$ cat src/rtl/rs_pkg.sv
package rs_pkg;
  localparam int OP_W   = 4;
  localparam int TAG_W  = 4;
  localparam int DATA_W = 16;

  typedef struct packed {
    logic [TAG_W-1:0]  tag;
    logic [DATA_W-1:0] data;
    logic              ok;
  } src_t;

  typedef struct packed {
    logic [OP_W-1:0]  op;
    logic [TAG_W-1:0] dst;
    src_t             s1;
    src_t             s2;
  } slot_t;

  // Operand as stored at dispatch, taking a same-cycle broadcast into account.
  function automatic src_t merge_src(input logic [TAG_W-1:0] tag,
                                     input logic [DATA_W-1:0] data,
                                     input logic ok,
                                     input logic bcv,
                                     input logic [TAG_W-1:0] bct,
                                     input logic [DATA_W-1:0] bcd);
    src_t r;
    r.tag  = tag;
    r.data = data;
    r.ok   = ok;
    if (!ok && bcv && (bct == tag)) begin
      r.data = bcd;
      r.ok   = 1'b1;
    end
    return r;
  endfunction
endpackage

$ cat src/rtl/rs_slot.sv
module rs_slot import rs_pkg::*; (
  input  logic              clk,
  input  logic              rst,
  input  logic              load,
  input  slot_t             load_data,
  input  logic              clear,
  input  logic              bc_valid,
  input  logic [TAG_W-1:0]  bc_tag,
  input  logic [DATA_W-1:0] bc_data,
  output logic              held,
  output logic              ready,
  output slot_t             q
);
  logic  held_q;
  slot_t slot_q;

  always_ff @(posedge clk) begin
    if (rst)        held_q <= 1'b0;
    else if (load)  held_q <= 1'b1;
    else if (clear) held_q <= 1'b0;
  end

  always_ff @(posedge clk) begin
    if (rst) begin
      slot_q <= '0;
    end else if (load) begin
      slot_q <= load_data;
    end else if (held_q && bc_valid) begin
      if (!slot_q.s1.ok && (slot_q.s1.tag == bc_tag)) begin
        slot_q.s1.data <= bc_data;
        slot_q.s1.ok   <= 1'b1;
      end
      if (!slot_q.s2.ok && (slot_q.s2.tag == bc_tag)) begin
        slot_q.s2.data <= bc_data;
        slot_q.s2.ok   <= 1'b1;
      end
    end
  end

  assign held  = held_q;
  assign ready = held_q && slot_q.s1.ok && slot_q.s2.ok;
  assign q     = slot_q;
endmodule

$ cat src/rtl/rs_age.sv
// Relative-age matrix: bit (i*N + j) set means slot i was dispatched before slot j.
module rs_age #(
  parameter int ENTRIES = 4
) (
  input  logic                       clk,
  input  logic                       rst,
  input  logic [ENTRIES-1:0]         alloc,
  output logic [ENTRIES*ENTRIES-1:0] older
);
  logic [ENTRIES*ENTRIES-1:0] older_q;

  always_ff @(posedge clk) begin
    if (rst) begin
      older_q <= '0;
    end else begin
      for (int i = 0; i < ENTRIES; i++) begin
        for (int j = 0; j < ENTRIES; j++) begin
          if (i != j) begin
            if (alloc[i])      older_q[i*ENTRIES+j] <= 1'b0;
            else if (alloc[j]) older_q[i*ENTRIES+j] <= 1'b1;
          end
        end
      end
    end
  end

  assign older = older_q;
endmodule

$ cat src/rtl/rs_select.sv
module rs_select #(
  parameter int ENTRIES = 4
) (
  input  logic [ENTRIES-1:0]         ready,
  input  logic [ENTRIES*ENTRIES-1:0] older,
  output logic [ENTRIES-1:0]         grant,
  output logic                       any
);
  for (genvar i = 0; i < ENTRIES; i++) begin : g_pick
    logic [ENTRIES-1:0] blockers;
    for (genvar j = 0; j < ENTRIES; j++) begin : g_cmp
      if (i == j) begin : g_self
        assign blockers[j] = 1'b0;
      end else begin : g_other
        assign blockers[j] = ready[j] && older[j*ENTRIES+i];
      end
    end
    assign grant[i] = ready[i] && !(|blockers);
  end
  assign any = |ready;
endmodule

$ cat src/rtl/rs_pool.sv
module rs_pool import rs_pkg::*; #(
  parameter int ENTRIES = 4
) (
  input  logic              clk,
  input  logic              rst,
  input  logic              disp_valid,
  output logic              disp_ready,
  input  logic [OP_W-1:0]   disp_op,
  input  logic [TAG_W-1:0]  disp_dst,
  input  logic [TAG_W-1:0]  disp_src1_tag,
  input  logic [DATA_W-1:0] disp_src1_data,
  input  logic              disp_src1_ok,
  input  logic [TAG_W-1:0]  disp_src2_tag,
  input  logic [DATA_W-1:0] disp_src2_data,
  input  logic              disp_src2_ok,
  input  logic              bc_valid,
  input  logic [TAG_W-1:0]  bc_tag,
  input  logic [DATA_W-1:0] bc_data,
  output logic              iss_valid,
  input  logic              fu_ready,
  output logic [OP_W-1:0]   iss_op,
  output logic [TAG_W-1:0]  iss_dst,
  output logic [DATA_W-1:0] iss_a,
  output logic [DATA_W-1:0] iss_b
);
  localparam int AGE_BITS = ENTRIES * ENTRIES;

  logic [ENTRIES-1:0]  held_vec, ready_vec, grant_vec, alloc_vec, load_vec, clear_vec;
  logic [AGE_BITS-1:0] older;
  slot_t               slot_q [ENTRIES];
  slot_t               disp_slot, pick_slot;
  logic                disp_fire, out_free, any_ready, take;
  logic                iss_valid_q;
  logic [OP_W-1:0]     iss_op_q;
  logic [TAG_W-1:0]    iss_dst_q;
  logic [DATA_W-1:0]   iss_a_q, iss_b_q;

  always_comb begin
    disp_slot.op  = disp_op;
    disp_slot.dst = disp_dst;
    disp_slot.s1  = merge_src(disp_src1_tag, disp_src1_data, disp_src1_ok, bc_valid, bc_tag, bc_data);
    disp_slot.s2  = merge_src(disp_src2_tag, disp_src2_data, disp_src2_ok, bc_valid, bc_tag, bc_data);
  end

  // Lowest-numbered free slot receives the next dispatch.
  always_comb begin
    alloc_vec = '0;
    for (int i = ENTRIES - 1; i >= 0; i--) begin
      if (!held_vec[i]) begin
        alloc_vec    = '0;
        alloc_vec[i] = 1'b1;
      end
    end
  end

  assign disp_ready = ~&held_vec;
  assign disp_fire  = disp_valid && disp_ready;
  assign load_vec   = alloc_vec & {ENTRIES{disp_fire}};
  assign out_free   = !iss_valid_q || fu_ready;
  assign take       = out_free && any_ready;
  assign clear_vec  = grant_vec & {ENTRIES{take}};

  for (genvar g = 0; g < ENTRIES; g++) begin : g_slot
    rs_slot u_slot (
      .clk       (clk),
      .rst       (rst),
      .load      (load_vec[g]),
      .load_data (disp_slot),
      .clear     (clear_vec[g]),
      .bc_valid  (bc_valid),
      .bc_tag    (bc_tag),
      .bc_data   (bc_data),
      .held      (held_vec[g]),
      .ready     (ready_vec[g]),
      .q         (slot_q[g])
    );
  end

  rs_age #(.ENTRIES(ENTRIES)) u_age (
    .clk   (clk),
    .rst   (rst),
    .alloc (load_vec),
    .older (older)
  );

  rs_select #(.ENTRIES(ENTRIES)) u_sel (
    .ready (ready_vec),
    .older (older),
    .grant (grant_vec),
    .any   (any_ready)
  );

  always_comb begin
    pick_slot = '0;
    for (int i = 0; i < ENTRIES; i++) begin
      if (grant_vec[i]) pick_slot = pick_slot | slot_q[i];
    end
  end

  always_ff @(posedge clk) begin
    if (rst)           iss_valid_q <= 1'b0;
    else if (out_free) iss_valid_q <= take;
  end

  always_ff @(posedge clk) begin
    if (take) begin
      iss_op_q  <= pick_slot.op;
      iss_dst_q <= pick_slot.dst;
      iss_a_q   <= pick_slot.s1.data;
      iss_b_q   <= pick_slot.s2.data;
    end
  end

  assign iss_valid = iss_valid_q;
  assign iss_op    = iss_op_q;
  assign iss_dst   = iss_dst_q;
  assign iss_a     = iss_a_q;
  assign iss_b     = iss_b_q;
endmodule

$ cat config.mk
export PLATFORM = sky130hd
export DESIGN_NAME = rs_pool
export DESIGN_NICKNAME = d
export VERILOG_FILES = /design/src/rtl/rs_pkg.sv /design/src/rtl/rs_slot.sv /design/src/rtl/rs_age.sv /design/src/rtl/rs_select.sv /design/src/rtl/rs_pool.sv
export SDC_FILE = /design/constraint.sdc
export NUM_CORES = 1
export LEC_CHECK = 0
export BUFFER_PORTS_ARGS = -buffer_cell sky130_fd_sc_hd__clkbuf_2
export CORE_AREA = 2 2 151 153
export DETAILED_ROUTE_END_ITERATION = 8
export DIE_AREA = 0 0 153 155
export PLACE_DENSITY = 0.82
export SKIP_LAST_GASP = 1
export SLEW_MARGIN = 20
export SYNTH_ARGS = -nofsm -noshare
export SYNTH_HDL_FRONTEND = slang
export SYNTH_SLANG_ARGS = --single-unit
$ cat constraint.sdc
create_clock -name clk -period 3.35 [get_ports clk]
set_input_delay 0.1675 -clock clk [delete_from_list [all_inputs] [get_ports clk]]
set_output_delay 0.1675 -clock clk [all_outputs]
set_load 0.03 [all_outputs]
### Word level (Yosys, flattened, before mapping)

Index checks and enable logic that the tools add are counted.

| word-level totals | value |
|---|---|
| input bits | 75 |
| bits in registers | 257 |
| logic and storage cells | 203 |

| operators by class | value |
|---|---|
| reduce and logical (&&, ||, !) cells | 93 |
| eq/ne operators | 10 |
| multiplexer cells | 42 |
| bitwise operators | 5 |

Operators with widths:

| operator | count |
|---|---|
| $mux W17 | 26 |
| $mux W50 | 4 |
| $or A50 B50 Y50 | 3 |
| $logic_and A1 B1 Y1 | 42 |
| $eq A4 B4 Y1 | 10 |
| $reduce_bool A2 Y1 | 16 |
| $logic_not A1 Y1 | 16 |
| $mux W4 | 4 |
| $reduce_and A2 Y1 | 8 |
| $reduce_or A3 Y1 | 4 |
| $and A4 B4 Y4 | 2 |
| $mux W1 | 8 |
| $reduce_or A2 Y1 | 4 |
| $reduce_and A4 Y1 | 1 |
| $reduce_or A4 Y1 | 1 |
| $logic_or A1 B1 Y1 | 1 |

### Depth between registers and ports, before layout

| logic depth | value |
|---|---|
| word-level depth | 13 |
| gate-level depth with buffers | 8 |
| mapped depth without buffers | 5 |

### Hierarchy

A second synthesis with hierarchy kept.

| second synthesis, totals | value |
|---|---|
| cell total of the unflattened synthesis | 1258 |
| area, all modules | 12299.3 sq um |

By module, submodules not included:

| module | area each (sq um) | instances | cells each |
|---|---|---|---|
| rs_slot | 2280.9 | 4 | 240 |
| rs_pool | 2706.3 | 1 | 243 |
| rs_age | 390.4 | 1 | 42 |
| rs_select | 78.8 | 1 | 13 |

### Least setup slack after synthesis

No wires, ideal clock.

| path | value |
|---|---|
| path type | register -> register |
| start | register g_slot[0].u_slot.held_q |
| end | register iss_a_q[0] (netlist: iss_a[0]), enable pin |
| setup time | 0.439 ns |
| setup slack | 0.486 ns |
| path buffers | 1 |
| clock period less this slack | 2.864 ns |
| arrival time | 2.425 ns |
| stages on the path, launching flop included | 5 |
| required time | 2.911 ns |
| cell sequence | dfxtp_1 > buf_2 > and3_1 > nor4_1 > nor2_1 |

| on the way | value |
|---|---|
| longest elaborated chain between the ends | 4 |

Ends and longest elaborated chain:

| item | line | text |
|---|---|---|
| from (decl) | rs_slot.sv:14 | `logic held_q;` |
| from (signal assigned) | rs_slot.sv:18 | `if (rst) held_q <= 1'b0;` |
| from (signal assigned) | rs_slot.sv:19 | `else if (load) held_q <= 1'b1;` |
| from (signal assigned) | rs_slot.sv:20 | `else if (clear) held_q <= 1'b0;` |
| $logic_and A1 B1 Y1 (2 in series) | rs_slot.sv:41 | `assign ready = held_q && slot_q.s1.ok && slot_q.s2.ok;` |
| $reduce_or A4 Y1 | rs_select.sv:20 | `assign any = \|ready;` |
| $logic_and A1 B1 Y1 | rs_pool.sv:60 | `assign take = out_free && any_ready;` |
| via take | rs_pool.sv:32 | `logic disp_fire, out_free, any_ready, take;` |
| to (signal assigned) | rs_pool.sv:109 | `iss_a_q <= pick_slot.s1.data;` |
| to (decl) | rs_pool.sv:36 | `logic [DATA_W-1:0] iss_a_q, iss_b_q;` |

The timed path passes the listed nets, and every way through them passes these cells.
A chain may end at the register's enable or synchronous reset.

### Final worst setup path

| path | value |
|---|---|
| start | input port disp_src2_tag[2] |
| end | register g_slot[1].u_slot.q[14] (netlist name) |

| on the way | value |
|---|---|
| longest elaborated chain between the ends | 4 |

Ends and longest elaborated chain:

| item | line | text |
|---|---|---|
| from (decl) | rs_pool.sv:13 | `input logic [TAG_W-1:0] disp_src2_tag,` |
| $eq A4 B4 Y1 | rs_pkg.sv:30 | `if (!ok && bcv && (bct == tag)) begin` |
| $logic_and A1 B1 Y1 | rs_pkg.sv:30 |  |
| $mux W17 | rs_pkg.sv:30 |  |
| $mux W17 | rs_slot.sv:26 | `end else if (load) begin` |

No other way between the ends.

==> flow_metrics.py <==
metrics = {
    "clock_tree": {
        "cts_resized": 0,
        "root_buffer": "clkbuf_16",
        "clockBufferDepth": 3,
        "path_clk_slew_ps": 60,
        "clk-insertion-delay-late_ps": 530,
        "cts_buffers": 27,
        "cts_sinks": 257,
        "htree_levels": 1,
        "ctsHoldBuffers": 39,
        "post_cts_buffers": 0,
        "cts_tree": "done",
    },
    "logic_synthesis": {
        "synth_adder_area_share_pct": 0,
        "synth_top_family_by_area": "compound AO/OA/AOI/OAI gates",
        "synth.top_cell.area_share_pct": 36.3,
        "async_reset_ff_share_pct": 0,
        "ys_ff_latch": 257,
        "synth_top_cells_by_area": "dfxtp_1 36%, edfxtp_1 10%, nand2_1 8.5%, a21oi_1 7.7%, a221oi_2 5.8%",
        "synth-simple-area-share_pct": 12.7,
        "syn-cell-area_um2": 12000,
        "yosysWarnings": 0,
        "synthMuxAreaShare_pct": 3.84,
        "synth_xor_area_share_pct": 3.11,
        "netlist-cell-type-count": 51,
        "synth_cells": 1293,
        "synth.avg_cell_area_um2": 9.26,
        "synth_edf_count": 40,
        "syn_nets": 1368,
        "synthFlopType": "dfxtp_1",
        "ys_seq_area_share_pct": 46.3,
        "yosysTopAreaCell": "dfxtp_1",
        "synth_compound_area_share_pct": 28.7,
    },
    "sta": {
        "clock_skew_ps": 11.8,
        "fmax_mhz": 408,
        "worst_pin_slew_ps": 1100,
        "rsz0062_at_grt": "false",
        "fin_crit_ps": 2450,
        "slew_violations": 0,
        "relSlewSlack_pct": 26.9,
        "hold_violations": 0,
        "worst_hold_slack_ps": 6.04,
        "tns_ps": 0,
        "final.period_utilization_pct": 73.2,
        "setup_viol": 0,
    },
    "global_routing": {
        "track_usage_pct": 28.7,
        "grt_max_degree": 95,
        "antenna_found_initial": 1,
        "grt_pass1_vias": 10746,
        "grt-ovfl-total": 0,
        "grt_pass1_wl_um": 55600,
    },
    "routing": {
        "wire_per_inst_um": 20.9,
        "firstDrtPassIters": 9,
        "vias": 10850,
        "routed_via_density": 6.46,
        "antenna_left": 0,
        "first_iter_violations": 1356,
        "routed_wl_um": 35000,
        "drc": 0,
    },
    "min_path": {
        "min_from": "disp_src1_data[6]",
        "min_path_cells": 3,
        "holdPathEnd": "g_slot[1].u_slot.q[28]",
        "hold_path_class": "in2reg",
    },
    "power_and_ir_drop": {
        "power.total_mw": 6.99,
        "p_per_area_nw_per_um2": 500,
        "power_leakage_nw": 5.02,
        "peakVddDrop_mv": 0.395,
    },
    "floorplanning": {
        "die-area_um2": 23700,
        "io_pins": 117,
        "die_h_um": 155,
        "die_w_um": 153,
        "core-area_um2": 22200,
        "start_util_pct": 53.9,
        "rows": 55,
    },
    "job": {
        "maxCapViolCount": 0,
    },
    "worst_setup_path": {
        "r2r_cells": 6,
        "rr_endpoint": "g_slot[3].u_slot.q[26]",
        "crit_family": "simple AND/OR/NAND/NOR gates",
        "worstPathArrival_ps": 2830,
        "crit_required_ps": 3730,
        "end_kind": "flop",
        "criticalPathCategory": "in2reg",
        "setup.worst_path.start_class": "primary input",
        "r2r_setup_slack_ps": 940,
        "max_stage_delay_ps": 580,
        "critPathBufInv": 3,
        "path_max_fanout": 16,
        "cp_slowest_cell": "and2_1",
        "path_cells": "dlygate4sd3_1, clkbuf_2, xor2_1, nor3_2, and2_1, buf_4, mux2i_1, a221oi_2",
        "reg2reg_from": "g_slot[3].u_slot.held",
    },
    "cells_and_area": {
        "areaGrowthSynthToFinish_pct": 16.6,
        "antenna_cells": 0,
        "fin_cells": 1679,
        "layout.area.seq_um2": 5550,
        "final_area_um2": 14000,
        "fin_nets": 1449,
        "fillCellCount": 1779,
        "layout-drive-gt1-share_pct": 18.7,
        "multiInputGateArea_um2": 5850,
    },
    "placement": {
        "io_buffers": 116,
        "placed_area_um2": 12700,
        "dpl.cell_count": 1591,
        "gp_congestion": 0.890,
        "dp_hpwl_um": 21200,
    },
    "status": {
        "status": "finished, final reports clean",
    },
}
synthesized netlist by cell type, drive strengths merged (2+ instances only):
| master | number |
|---|---|
| xnor2 | 25 |
| nand2 | 271 |
| a21boi | 19 |
| edfxtp | 40 |
| and2 | 3 |
| dfxtp | 217 |
| a22oi | 50 |
| nor3b | 2 |
| a21bo | 2 |
| o21a | 9 |
| a21oi | 186 |
| nand3 | 9 |
| a222oi | 41 |
| a211oi | 44 |
| inv | 4 |
| nand4 | 2 |
| nor2b | 2 |
| o41a | 3 |
| nor3 | 12 |
| and3b | 2 |
| a311oi | 2 |
| mux2i | 46 |
| a221oi | 64 |
| o21ai | 48 |
| buf | 37 |
| nand3b | 2 |
| or4 | 3 |
| xor2 | 15 |
| clkbuf | 97 |
| nor2 | 15 |
| nor4 | 7 |
| and3 | 8 |
kinds of logic after synthesis:
logic type	after synthesis
compound gates	470
simple gates	342
flops	257
buf+inv	138
mux	46
xor+xnor	40
metrics by stage:
step	setup WS, ps	util, %
final	899	62.8
after global routing	723	62.8
after CTS	995	62.8
after detailed placement	821	56.9
after global placement	971	56.9
after floorplan	486	-
layout by cell type (no fill, tap or decap), types with 7 or more instances in the layout:
cell type      instances
nand2_1              271
dfxtp_1              217
a21oi_1              184
clkbuf_2             115
a22oi_1               50
o21ai_0               48
a221oi_2              46
mux2i_1               46
a211oi_1              44
a222oi_1              41
edfxtp_1              40
dlygate4sd3_1         39
clkbuf_16             27
buf_4                 26
xnor2_1               22
a21boi_0              19
a221oi_1              18
xor2_1                15
nor2_1                11
clkbuf_1              10
o21a_1                 9
and3_1                 8
clkbuf_8               8
nor3_1                 7
nand3_1                7
cell type report:
| type | instances | area share (%) |
|---|---|---|
| multi-input cells | 898 | 41.9 |
| flip-flops and latches | 257 | 39.7 |
| repair buffers | 186 | 9.11 |
| clock buffers | 45 | 5.89 |
| well taps | 285 | 2.55 |
| clock inverters | 4 | 0.726 |
| inverters | 4 | 0.107 |
sequential cells by signal, summed over array words and instances, names as in the netlist:
name,count
g_slot.u_slot.held,4
iss_valid,1
iss_a,16
g_slot.u_slot.q,200
iss_b,16
iss_op,4
u_age.older,12
iss_dst,4
how the worst max path moves through the flow:
stage	start	end	slack, ps	depth (start not counted)
after floorplan	g_slot[0].u_slot.held	iss_a[0]	490	4
final	disp_src2_tag[2]	g_slot[1].u_slot.q[14]	900	8
after CTS	disp_src2_tag[2]	g_slot[1].u_slot.q[13]	1000	8
after detailed placement	bc_tag[2]	g_slot[1].u_slot.q[14]	820	7
after global placement	bc_tag[2]	g_slot[1].u_slot.q[12]	970	7
after global routing	disp_src2_tag[2]	g_slot[3].u_slot.q[12]	720	8
worst reg2reg max path, delay by kind of cell (launching register included):
family	cells	cell delay (ps)
simple gates	3	1120
compound gates	2	470
flops	1	450
buf+inv	1	280
power breakdown:
group,switching [mW],internal (mW)
logic,0.378,0.220
clock network,1.21,1.90
registers,0.0582,3.22
total,1.65,5.34
routing by layer:
metal / share of wire, % / up-vias / GRT usage, %
li1: - / 4936 / -
met1: 39 / 5196 / 36.3
met2: 47 / 613 / 48.6
met3: 10 / 103 / 5.49
met4: 3.6 / 2 / 11.2
met5: 0.031 / - / 0
(Power assumes the default switching activity.)
